===== config.mk =====
export PLATFORM = sky130hd
export DESIGN_NAME = sig_conflict_top
export DESIGN_NICKNAME = d
export VERILOG_FILES = /design/src/rtl/sig_conflict_pkg.sv /design/src/rtl/sig_hash.sv /design/src/rtl/sig_thread.sv /design/src/rtl/sig_conflict_top.sv
export SDC_FILE = /design/constraint.sdc
export NUM_CORES = 2
export LEC_CHECK = 0
export BUFFER_PORTS_ARGS = -buffer_cell sky130_fd_sc_hd__buf_2
export CORE_MARGIN = 2
export CORE_UTILIZATION = 30
export CTS_CLUSTER_DIAMETER = 80
export CTS_CLUSTER_SIZE = 30
export DETAILED_ROUTE_END_ITERATION = 6
export HOLD_SLACK_MARGIN = 0.12
export PLACE_DENSITY_LB_ADDON = 0.15
export REMOVE_ABC_BUFFERS = 1
export SLEW_MARGIN = 20
export SYNTH_ARGS = -nofsm -noshare
export SYNTH_HDL_FRONTEND = slang
export SYNTH_HIERARCHICAL = 1
export SYNTH_SLANG_ARGS = --single-unit

===== constraint.sdc =====
create_clock -name clk -period 5.91 [get_ports clk]
set_input_delay 0.591 -clock clk [delete_from_list [all_inputs] [get_ports clk]]
set_output_delay 0.591 -clock clk [all_outputs]
set_load 0.01 [all_outputs]

===== src/rtl/sig_conflict_pkg.sv =====
`timescale 1ns/1ps
package sig_conflict_pkg;
   typedef enum logic [1:0] {
      TXO_BEGIN  = 2'd0,
      TXO_CLOSED = 2'd1,
      TXO_OPEN   = 2'd2,
      TXO_ABORT  = 2'd3
   } txop_e;
endpackage


===== src/rtl/sig_hash.sv =====
`timescale 1ns/1ps
module sig_hash #(
   parameter int ADDR_W   = 26,
   parameter int SIG_W    = 64,
   parameter bit TWO_HASH = 1'b1
) (
   input  logic [ADDR_W-1:0] addr,
   output logic [SIG_W-1:0]  mask
);
   localparam int IDX_W = $clog2(SIG_W);
   localparam int NCH   = (ADDR_W + IDX_W - 1) / IDX_W;
   localparam int PAD_W = NCH * IDX_W;

   logic [PAD_W-1:0] pad;
   logic [IDX_W-1:0] idx_a, idx_b;

   assign pad = PAD_W'(addr);

   // fold the chunks: plain XOR for A, rotated XOR for B
   always_comb begin
      idx_a = '0;
      idx_b = '0;
      for (int k = 0; k < NCH; k++) begin
         for (int b = 0; b < IDX_W; b++) begin
            idx_a[b]                       ^= pad[k*IDX_W + b];
            idx_b[(b + k + 1) % IDX_W]     ^= pad[k*IDX_W + b];
         end
      end
   end

   generate
      if (TWO_HASH) begin : g_two
         assign mask = (SIG_W'(1) << idx_a) | (SIG_W'(1) << idx_b);
      end else begin : g_one
         logic unused_b;
         assign unused_b = ^idx_b;
         assign mask = SIG_W'(1) << idx_a;
      end
   endgenerate
endmodule


===== src/rtl/sig_thread.sv =====
`timescale 1ns/1ps
module sig_thread
   import sig_conflict_pkg::*;
#(
   parameter int SIG_W   = 64,
   parameter int STACK_D = 4,
   parameter int TS_W    = 8
) (
   input  logic                          clk,
   input  logic                          rst_n,
   input  logic                          acc_en,
   input  logic                          acc_store,
   input  logic [SIG_W-1:0]              acc_mask,
   input  logic                          tx_en,
   input  logic [1:0]                    tx_op,
   input  logic [TS_W-1:0]               tx_ts,
   input  logic                          rq_valid,
   input  logic                          rq_excl,
   input  logic [SIG_W-1:0]              rq_mask,
   input  logic [TS_W-1:0]               rq_ts,
   output logic [SIG_W-1:0]              rd_sig,
   output logic [SIG_W-1:0]              wr_sig,
   output logic [$clog2(STACK_D+2)-1:0]  depth,
   output logic                          tx_err,
   output logic                          rq_hit,
   output logic                          stall_older
);
   localparam int DW = $clog2(STACK_D + 2);

   logic [SIG_W-1:0] stk_rd [STACK_D];
   logic [SIG_W-1:0] stk_wr [STACK_D];
   logic [SIG_W-1:0] pop_rd, pop_wr;
   logic [TS_W-1:0]  my_ts;
   logic [DW-1:0]    dm1, dm2;
   logic             full, idle, outer, tx_ok, ending, is_begin;

   assign dm1      = depth - DW'(1);
   assign dm2      = depth - DW'(2);
   assign full     = (depth == DW'(STACK_D + 1));
   assign idle     = (depth == '0);
   assign outer    = (depth == DW'(1));
   assign is_begin = (txop_e'(tx_op) == TXO_BEGIN);
   assign tx_err   = tx_en & ((is_begin & full) | (!is_begin & idle));
   assign tx_ok    = tx_en & ~tx_err;
   assign ending   = tx_ok & !is_begin & outer;

   assign rq_hit = rq_valid &
                   (((wr_sig & rq_mask) == rq_mask) |
                    (rq_excl & ((rd_sig & rq_mask) == rq_mask)));

   always_comb begin
      pop_rd = '0;
      pop_wr = '0;
      for (int i = 0; i < STACK_D; i++) begin
         if (dm2 == DW'(i)) begin
            pop_rd = stk_rd[i];
            pop_wr = stk_wr[i];
         end
      end
   end

   always_ff @(posedge clk) begin
      if (!rst_n) begin
         rd_sig      <= '0;
         wr_sig      <= '0;
         depth       <= '0;
         my_ts       <= '0;
         stall_older <= 1'b0;
         for (int i = 0; i < STACK_D; i++) begin
            stk_rd[i] <= '0;
            stk_wr[i] <= '0;
         end
      end else begin
         if (tx_ok) begin
            case (txop_e'(tx_op))
               TXO_BEGIN: begin
                  if (idle) my_ts <= tx_ts;
                  for (int i = 0; i < STACK_D; i++) begin
                     if (!idle && dm1 == DW'(i)) begin
                        stk_rd[i] <= rd_sig;
                        stk_wr[i] <= wr_sig;
                     end
                  end
                  depth <= depth + DW'(1);
               end
               TXO_CLOSED: begin
                  if (outer) begin
                     rd_sig <= '0;
                     wr_sig <= '0;
                  end
                  depth <= dm1;
               end
               default: begin
                  if (outer) begin
                     rd_sig <= '0;
                     wr_sig <= '0;
                  end else begin
                     rd_sig <= pop_rd;
                     wr_sig <= pop_wr;
                  end
                  depth <= dm1;
               end
            endcase
         end else if (acc_en && !idle) begin
            if (acc_store) wr_sig <= wr_sig | acc_mask;
            else           rd_sig <= rd_sig | acc_mask;
         end

         if (ending)                         stall_older <= 1'b0;
         else if (rq_hit && (rq_ts < my_ts)) stall_older <= 1'b1;
      end
   end
endmodule


===== src/rtl/sig_conflict_top.sv =====
`timescale 1ns/1ps
module sig_conflict_top #(
   parameter int NUM_THREADS = 2,
   parameter int ADDR_W      = 26,
   parameter int SIG_W       = 64,
   parameter int STACK_D     = 4,
   parameter int TS_W        = 8,
   parameter bit TWO_HASH    = 1'b1
) (
   input  logic                           clk,
   input  logic                           rst_n,
   input  logic                           acc_valid,
   input  logic [$clog2(NUM_THREADS)-1:0] acc_tid,
   input  logic                           acc_store,
   input  logic [ADDR_W-1:0]              acc_addr,
   output logic                           sum_trap,
   input  logic                           tx_valid,
   input  logic [$clog2(NUM_THREADS)-1:0] tx_tid,
   input  logic [1:0]                     tx_op,
   input  logic [TS_W-1:0]                tx_ts,
   output logic                           tx_err,
   output logic [$clog2(STACK_D+2)-1:0]   nest_level,
   input  logic                           rq_valid,
   input  logic                           rq_excl,
   input  logic [ADDR_W-1:0]              rq_addr,
   input  logic [TS_W-1:0]                rq_ts,
   output logic [NUM_THREADS-1:0]         rq_conflict,
   input  logic                           nack_valid,
   input  logic [$clog2(NUM_THREADS)-1:0] nack_tid,
   output logic                           nack_wait,
   output logic                           nack_abort,
   input  logic                           sched_out_valid,
   input  logic [$clog2(NUM_THREADS)-1:0] sched_out_tid,
   input  logic                           sum_clear
);
   localparam int TID_W = $clog2(NUM_THREADS);
   localparam int DW    = $clog2(STACK_D + 2);

   generate
      if (NUM_THREADS < 2)
         begin : g_bad_threads $error("NUM_THREADS must be at least 2"); end
      if (SIG_W < 8 || (SIG_W & (SIG_W - 1)) != 0)
         begin : g_bad_sig $error("SIG_W must be a power of two, 8 or more"); end
      if (STACK_D < 1)
         begin : g_bad_stack $error("STACK_D must be at least 1"); end
      if (ADDR_W < $clog2(SIG_W))
         begin : g_bad_addr $error("ADDR_W narrower than one hash chunk"); end
   endgenerate

   logic [SIG_W-1:0]                   acc_mask, rq_mask;
   logic [NUM_THREADS-1:0][SIG_W-1:0]  th_rd, th_wr;
   logic [NUM_THREADS-1:0][DW-1:0]     th_depth;
   logic [NUM_THREADS-1:0]             th_err, th_stall;
   logic [SIG_W-1:0]                   sum_rd, sum_wr;
   logic [SIG_W-1:0]                   out_rd, out_wr;

   sig_hash #(.ADDR_W(ADDR_W), .SIG_W(SIG_W), .TWO_HASH(TWO_HASH)) u_hash_acc (
      .addr(acc_addr), .mask(acc_mask));
   sig_hash #(.ADDR_W(ADDR_W), .SIG_W(SIG_W), .TWO_HASH(TWO_HASH)) u_hash_rq (
      .addr(rq_addr), .mask(rq_mask));

   generate
      for (genvar t = 0; t < NUM_THREADS; t++) begin : g_thr
         sig_thread #(.SIG_W(SIG_W), .STACK_D(STACK_D), .TS_W(TS_W)) u_thr (
            .clk        (clk),
            .rst_n      (rst_n),
            .acc_en     (acc_valid && acc_tid == TID_W'(t)),
            .acc_store  (acc_store),
            .acc_mask   (acc_mask),
            .tx_en      (tx_valid && tx_tid == TID_W'(t)),
            .tx_op      (tx_op),
            .tx_ts      (tx_ts),
            .rq_valid   (rq_valid),
            .rq_excl    (rq_excl),
            .rq_mask    (rq_mask),
            .rq_ts      (rq_ts),
            .rd_sig     (th_rd[t]),
            .wr_sig     (th_wr[t]),
            .depth      (th_depth[t]),
            .tx_err     (th_err[t]),
            .rq_hit     (rq_conflict[t]),
            .stall_older(th_stall[t])
         );
      end
   endgenerate

   assign tx_err = |th_err;

   always_comb begin
      nest_level = '0;
      nack_abort = 1'b0;
      out_rd     = '0;
      out_wr     = '0;
      for (int t = 0; t < NUM_THREADS; t++) begin
         if (tx_tid == TID_W'(t))        nest_level = th_depth[t];
         if (nack_tid == TID_W'(t))      nack_abort = nack_valid & th_stall[t];
         if (sched_out_tid == TID_W'(t)) begin
            out_rd = th_rd[t];
            out_wr = th_wr[t];
         end
      end
   end
   assign nack_wait = nack_valid & ~nack_abort;

   always_ff @(posedge clk) begin
      if (!rst_n || sum_clear) begin
         sum_rd <= '0;
         sum_wr <= '0;
      end else if (sched_out_valid) begin
         sum_rd <= sum_rd | out_rd;
         sum_wr <= sum_wr | out_wr;
      end
   end

   assign sum_trap = acc_valid &
                     (((sum_wr & acc_mask) == acc_mask) |
                      (acc_store & ((sum_rd & acc_mask) == acc_mask)));
endmodule


# After elaboration in Yosys (flattened, before gate mapping)
# Memory sizes are Yosys's and may differ from the RTL's.
# Index checks and enable logic that the tools add are counted.
dict set report classes {
  n_addsub 6
  order_cmp 2
  n_eq_ne 29
  n_shift 4
  mux 101
  n_bitwise 142
  reduce_logical 41
}
# operator n
set ops {}
lappend ops {{two-way mux 64 bit} 52}
lappend ops {{OR 64 bit} 8}
lappend ops {{case mux 64 bit (2 select lines)} 4}
lappend ops {{AND 64 bit} 6}
lappend ops {{equality test 64 bit} 6}
lappend ops {{<< shifter 1 x 6 -> 64 bit (first input constant)} 4}
lappend ops {{XOR 1 bit} 80}
lappend ops {{two-way mux 1 bit} 42}
lappend ops {{equality test 3 x 2 -> 1 bit (second input constant)} 8}
lappend ops {{AND 1 bit} 21}
lappend ops {{OR 1 bit} 21}
lappend ops {{equality test 3 x 1 -> 1 bit (second input constant)} 6}
lappend ops {{zero test 3 bit} 6}
lappend ops {{logical AND 1 bit} 16}
lappend ops {{less-than comparator 8 bit} 2}
lappend ops {{AND reduction 4 bit} 4}
lappend ops {{two-way mux 3 bit} 3}
lappend ops {{nonzero test 2 bit} 4}
lappend ops {{adder 3 x 1 -> 3 bit (second input constant)} 2}
lappend ops {{equality test 3 bit (second input constant)} 2}
lappend ops {{inequality test 3 x 2 -> 1 bit (second input constant)} 2}
lappend ops {{inverter 1 bit} 6}
lappend ops {{AND reduction 3 bit} 2}
lappend ops {{OR reduction 2 bit} 3}
lappend ops {{8 further kinds} 15}
dict set report totals {
  register_bits 408
  mem_bits_rw 1024
  input_bits 84
  word_cells 341
  memories 4
}
# name depth word_bits read_ports rd_ports_with_merged_regs write_ports line_no
set memory_table {}
lappend memory_table {{g_thr[0].u_thr.stk_rd} 4 64 4 0 4 sig_thread.sv:30} ;# logic [SIG_W-1:0] stk_rd [STACK_D];
lappend memory_table {{g_thr[0].u_thr.stk_wr} 4 64 4 0 4 sig_thread.sv:31} ;# logic [SIG_W-1:0] stk_wr [STACK_D];
lappend memory_table {{g_thr[1].u_thr.stk_rd} 4 64 4 0 4 sig_thread.sv:30}
lappend memory_table {{g_thr[1].u_thr.stk_wr} 4 64 4 0 4 sig_thread.sv:31}

# Logic depth before layout (Yosys ltp)
dict set report logic_depth {
  depth_word 12
  mapped_depth 13
}

# Cells and area by module
# The synthesis kept the hierarchy.
# mod instances cells_each area_each_um2 seq_area_each_um2
set by_module_without_submodules {}
lappend by_module_without_submodules {{sig_thread (g_thr[0].u_thr)} 1 2715 30862.1 18177.4}
lappend by_module_without_submodules {{sig_thread (g_thr[1].u_thr)} 1 2436 29215.5 18177.4}
lappend by_module_without_submodules {sig_conflict_top 1 732 7359.6 2562.5}
lappend by_module_without_submodules {sig_hash 2 160 1233.7 0.0}

# Worst setup path after synthesis
# OpenSTA, ideal clock, no wires.
dict set report synth_timing {
  kind {flip-flop to flip-flop}
  from {register g_thr[0].u_thr.depth[1]}
  to {memory g_thr[0].u_thr.stk_rd[0][0] (enable)}
  t_arrival_ns 4.605
  t_required_ns 5.419
  setup_slack_ns 0.813
  stages_incl_launch_ff 10
  path_buffers 1
  period_less_slack_ns 5.097
  path_cell_list {dfxtp_1 -> inv_1 -> ha_1 -> ha_1 -> buf_2 -> nor2b_1 -> nor3_4 -> and4b_1 -> nand2_1 -> nand2_1}
}
# element line_no
set synth_rtl {}
lappend synth_rtl {{from (decl)} sig_thread.sv:23} ;# output logic [$clog2(STACK_D+2)-1:0] depth,
lappend synth_rtl {{from (signal assigned)} sig_thread.sv:84} ;# depth <= depth + DW'(1);
lappend synth_rtl {{from (signal assigned)} sig_thread.sv:91} ;# depth <= dm1;
lappend synth_rtl {{from (signal assigned)} sig_thread.sv:101} ;# depth <= dm1;
lappend synth_rtl {{to (decl)} sig_thread.sv:30}

# Final worst setup path
dict set report layout_timing {
  from {input rq_addr[24]}
  to {output rq_conflict[1]}
}
dict set report layout_between {
  elab_chain_len 8
}
# element line_no
set layout_rtl {}
lappend layout_rtl {{from (decl)} sig_conflict_top.sv:25} ;# input logic [ADDR_W-1:0] rq_addr,
lappend layout_rtl {{XOR 1 bit, on equally long branches} {sig_hash.sv:25, sig_hash.sv:26}}
lappend layout_rtl {{<< shifter 1 x 6 -> 64 bit} sig_hash.sv:33} ;# assign mask = (SIG_W'(1) << idx_a) | (SIG_W'(1) << idx_b);
lappend layout_rtl {{OR 64 bit *} sig_hash.sv:33}
lappend layout_rtl {{net rq_mask[6]} sig_conflict_top.sv:50} ;# logic [SIG_W-1:0] acc_mask, rq_mask;
lappend layout_rtl {{AND 64 bit} sig_thread.sv:49} ;# (rq_excl & ((rd_sig & rq_mask) == rq_mask)));
lappend layout_rtl {{equality test 64 bit} sig_thread.sv:49}
lappend layout_rtl {{AND 1 bit} sig_thread.sv:49}
lappend layout_rtl {{OR 1 bit *} sig_thread.sv:48} ;# (((wr_sig & rq_mask) == rq_mask) |
lappend layout_rtl {{AND 1 bit *} sig_thread.sv:47} ;# assign rq_hit = rq_valid &
lappend layout_rtl {{to (decl)} sig_conflict_top.sv:27} ;# output logic [NUM_THREADS-1:0] rq_conflict,
# Mark *: on every way through the listed nets, which the timed path passes. The rest lies on a longest branch.

==> out/qor.yml <==
status: "completed"
synth_top_family_by_area: "compound AO/OA/AOI/OAI gates"
die_h_um: 487
yosysUniqueCellTypes: 70
syn_area_per_cell_um2: 11.3
syn_to_final_growth_pct: 12.1
crit_cells: 14
reg2reg_to: "g_thr[0].u_thr/stk_rd[1][12]"
setup_viol: 0
crit_fanout: 16
clock.fmax_ghz: 0.200
routedWlPerCell_um: 34.3
cp_common_cell: "buf_2"
netlist_instances: 6203
die-area_um2: 237000
clockBufferDepth: 3
viasPerCell: 5.92
grt_max_degree: 139
finalNonFillerCells: 9261
route.vias.total: 54800
post-route-worst-setup-slack_ns: 0.919
synth_compound_area_share_pct: 19.0
synth_enable_flop_cells: 1024
dpl_worst_slack_ns: 1.06
drive_above_1_share_pct: 13.7
ir_drop_mv: 0.216
routed_wl_mm: 318
crit_buf_inv: 5
fp-row-count: 177
htree_levels: 3
initial_core_util_pct: 30.1
endpoint: "rq_conflict[1]"
synth-xor-area-share_pct: 1.69
path_class: "primary input to output port"
clock_latency_ns: 0.81
rsz0062_at_grt: "false"
cts_resized: 0
worstHoldPathCells: 5
p_total_uw: 23200
synthesis.area_um2: 69900
crit_slowest_cell: "o22ai_1"
finalHoldViolCount: 0
numPortBuffers: 92
layout_common_cells: "1025 x and3_1, 1024 x edfxtp_1, 408 x dfxtp_1"
r2r_setup_slack_ns: 1.78
crit_required_ns: 5.32
p_per_area_nw_per_um2: 296
grt_first_pass_wirelength_mm: 440
grt_use_total_pct: 26.0
ys_seq_area_share_pct: 55.7
hold_class: "primary input to register"
fin_crit_ns: 4.99
worst_setup_path_start_kind: "primary input"
clkSinkCount: 1432
synthMuxAreaShare_pct: 3.00
place_congestion: 0.993
ff_latch_area_um2: 38900
core_area_um2: 232000
grt_pass1_vias: 52200
cts_tree: "done"
nNetsFinal: 6222
die_x_um: 487
synth-seq-cells: 1432
synth_top_flop_cell: "edfxtp_1"
drv_slew: 0
n_fill_cell: 23000
dp_hpwl_mm: 202
antenna_found_initial: 32
crit_family: "compound AO/OA/AOI/OAI gates"
maxCapViolations: 0
synth-async-reset-ratio_pct: 0
crit_arrival_ns: 4.40
fin_crit_sh_pct: 84.5
cts_setup_buffers: 0
finalSetupTns_ns: 0
drt_first_pass_iters: 7
drtIter0Drc: 5170
synth-simple-area-share_pct: 15.2
tightest_slew_ns: 1.18
cp-end-kind: "output port"
crit_path_cell_trace: "buf_2 -> xor3_1 -> xor2_1 -> nand2_1 -> o22ai_1 -> nand2b_1 -> o2111ai_1 -> nor3_1 -> and3_1 -> a22oi_1 -> buf_6 -> buf_4 -> inv_1 -> buf_2"
root_buffer: "clkbuf_16"
drc: 0
startpoint: "rq_addr[24]"
top_level_ports: 93
leakage_uw: 0.0324
clkTransAtPathRegs_ns: 0.08
antenna_left: 0
synthAdderAreaFrac_pct: 0.501
slew_headroom_pct: 21.4
max_stage_delay_ns: 1.01
r2r-start: "g_thr[0].u_thr/depth[1]"
clock_skew_ns: 0.0633
yosysWarnings: 6
dp.cells: 9035
overflow: 0
cts_inserted_buffers: 108
final_common_cell: "and3_1"
reg2reg_depth: 9
multi_input_area_um2: 27800
## per-stage QoR
step	cell area [um2]	hold WS, ns	utilization, %
global route	78400	0.310	33.8
floorplan	67100	0.428	-
finish	78400	0.293	33.8
CTS	78400	0.233	33.8
global placement	74100	0.443	31.9
detailed placement	74100	0.451	31.9
## worst reg2reg max path, cell delays in order (launching register included)
cell,delay [ns]
dfxtp_1,0.59
inv_1,0.24
ha_1,0.31
ha_1,0.33
nor2b_1,0.23
nor3_4,0.36
and4b_1,0.44
and2_4,0.60
buf_4,0.61
and3_1,0.28
## cell families (layout without fill, tap and decap cells)
family | after synthesis | in the layout
compound gates | 1846 | 1846
simple gates | 1920 | 1920
fa+ha+maj | 28 | 28
mux | 148 | 148
buf+inv | 727 | 730
other cells | 0 | 12
flops | 1432 | 1432
xor+xnor | 102 | 102
## synth_stat cells (all sizes together), types with 4 or more instances
| cell | number | area, um2 |
|---|---|---|
| a211o | 128 | 1120 |
| a21o | 127 | 953 |
| a21oi | 388 | 2320 |
| a221o | 129 | 1290 |
| a221oi | 132 | 1160 |
| and2 | 15 | 93.8 |
| and3 | 1025 | 6410 |
| buf | 167 | 1310 |
| clkbuf | 385 | 1510 |
| dfxtp | 408 | 8170 |
| edfxtp | 1024 | 30700 |
| ha | 28 | 350 |
| inv | 175 | 657 |
| mux2 | 131 | 1930 |
| mux2i | 17 | 170 |
| nand2 | 305 | 1150 |
| nand2b | 147 | 920 |
| nand3 | 6 | 30.0 |
| nand4 | 75 | 469 |
| nor2 | 268 | 1020 |
| nor2b | 29 | 181 |
| nor3 | 18 | 106 |
| nor4 | 16 | 100 |
| o2111a | 10 | 113 |
| o2111ai | 38 | 333 |
| o211a | 128 | 1280 |
| o21ai | 400 | 2010 |
| o221ai | 6 | 52.6 |
| o22ai | 210 | 1310 |
| o311ai | 128 | 1120 |
| or4 | 4 | 30.0 |
| xnor2 | 50 | 438 |
| xor2 | 44 | 551 |
| xor3 | 8 | 190 |
## how the worst min path moves through the flow
stage	to	start	slack (ns)
2_1_floorplan	sum_rd[23]	sum_rd[23]	0.43
3_3_place_gp	sum_rd[43]	sum_rd[43]	0.44
3_5_place_dp	sum_rd[42]	sum_rd[42]	0.45
4_1_cts	g_thr[1].u_thr/stall_older	rq_ts[7]	0.23
5_1_grt	g_thr[1].u_thr/stall_older	rq_ts[7]	0.31
6_report	g_thr[1].u_thr/stall_older	rq_ts[7]	0.29
## registers in the layout, summed over array words and instances, names as in the netlist
register / cells
g_thr.u_thr/stk_wr: 512
g_thr.u_thr/stall_older: 2
sum_rd: 64
sum_wr: 64
g_thr.u_thr/rd_sig: 128
g_thr.u_thr/stk_rd: 512
g_thr.u_thr/depth: 6
g_thr.u_thr/wr_sig: 128
g_thr.u_thr/my_ts: 16
## timing repair
action                                  CTS  global route
endpoints found under the hold margin    16             0
hold buffers                              8             0
endpoints found under the setup margin    0             0
## power by group
part           total [uW]  switching, uW  leakage, uW  internal [uW]
clock                8790           4600      0.00200           4190
combinational        3360           2410       0.0165            948
sequential          11100           96.2       0.0139          11000
## cell type report
| type | count | share of cell area, % |
|---|---|---|
| inverter | 175 | 0.838 |
| timing repair buffer | 349 | 3.80 |
| antenna | 12 | 0.0383 |
| clock inverter | 94 | 1.82 |
| sequential | 1432 | 49.6 |
| tap | 3043 | 4.86 |
| multi-input combinational | 4044 | 35.5 |
| clock buffer | 112 | 3.49 |
## metal layers
| metal | GRT usage, % | vias up | wire length (um) |
|---|---|---|---|
| met3 | 3.62 | 441 | 19000 |
| met2 | 41.6 | 2164 | 147000 |
| met4 | 12.3 | 12 | 16500 |
| met1 | 34.7 | 28500 | 135000 |
| li1 | - | 23600 | - |
| met5 | 0 | - | 83 |
No activity file was read; power rests on OpenSTA's default activity.
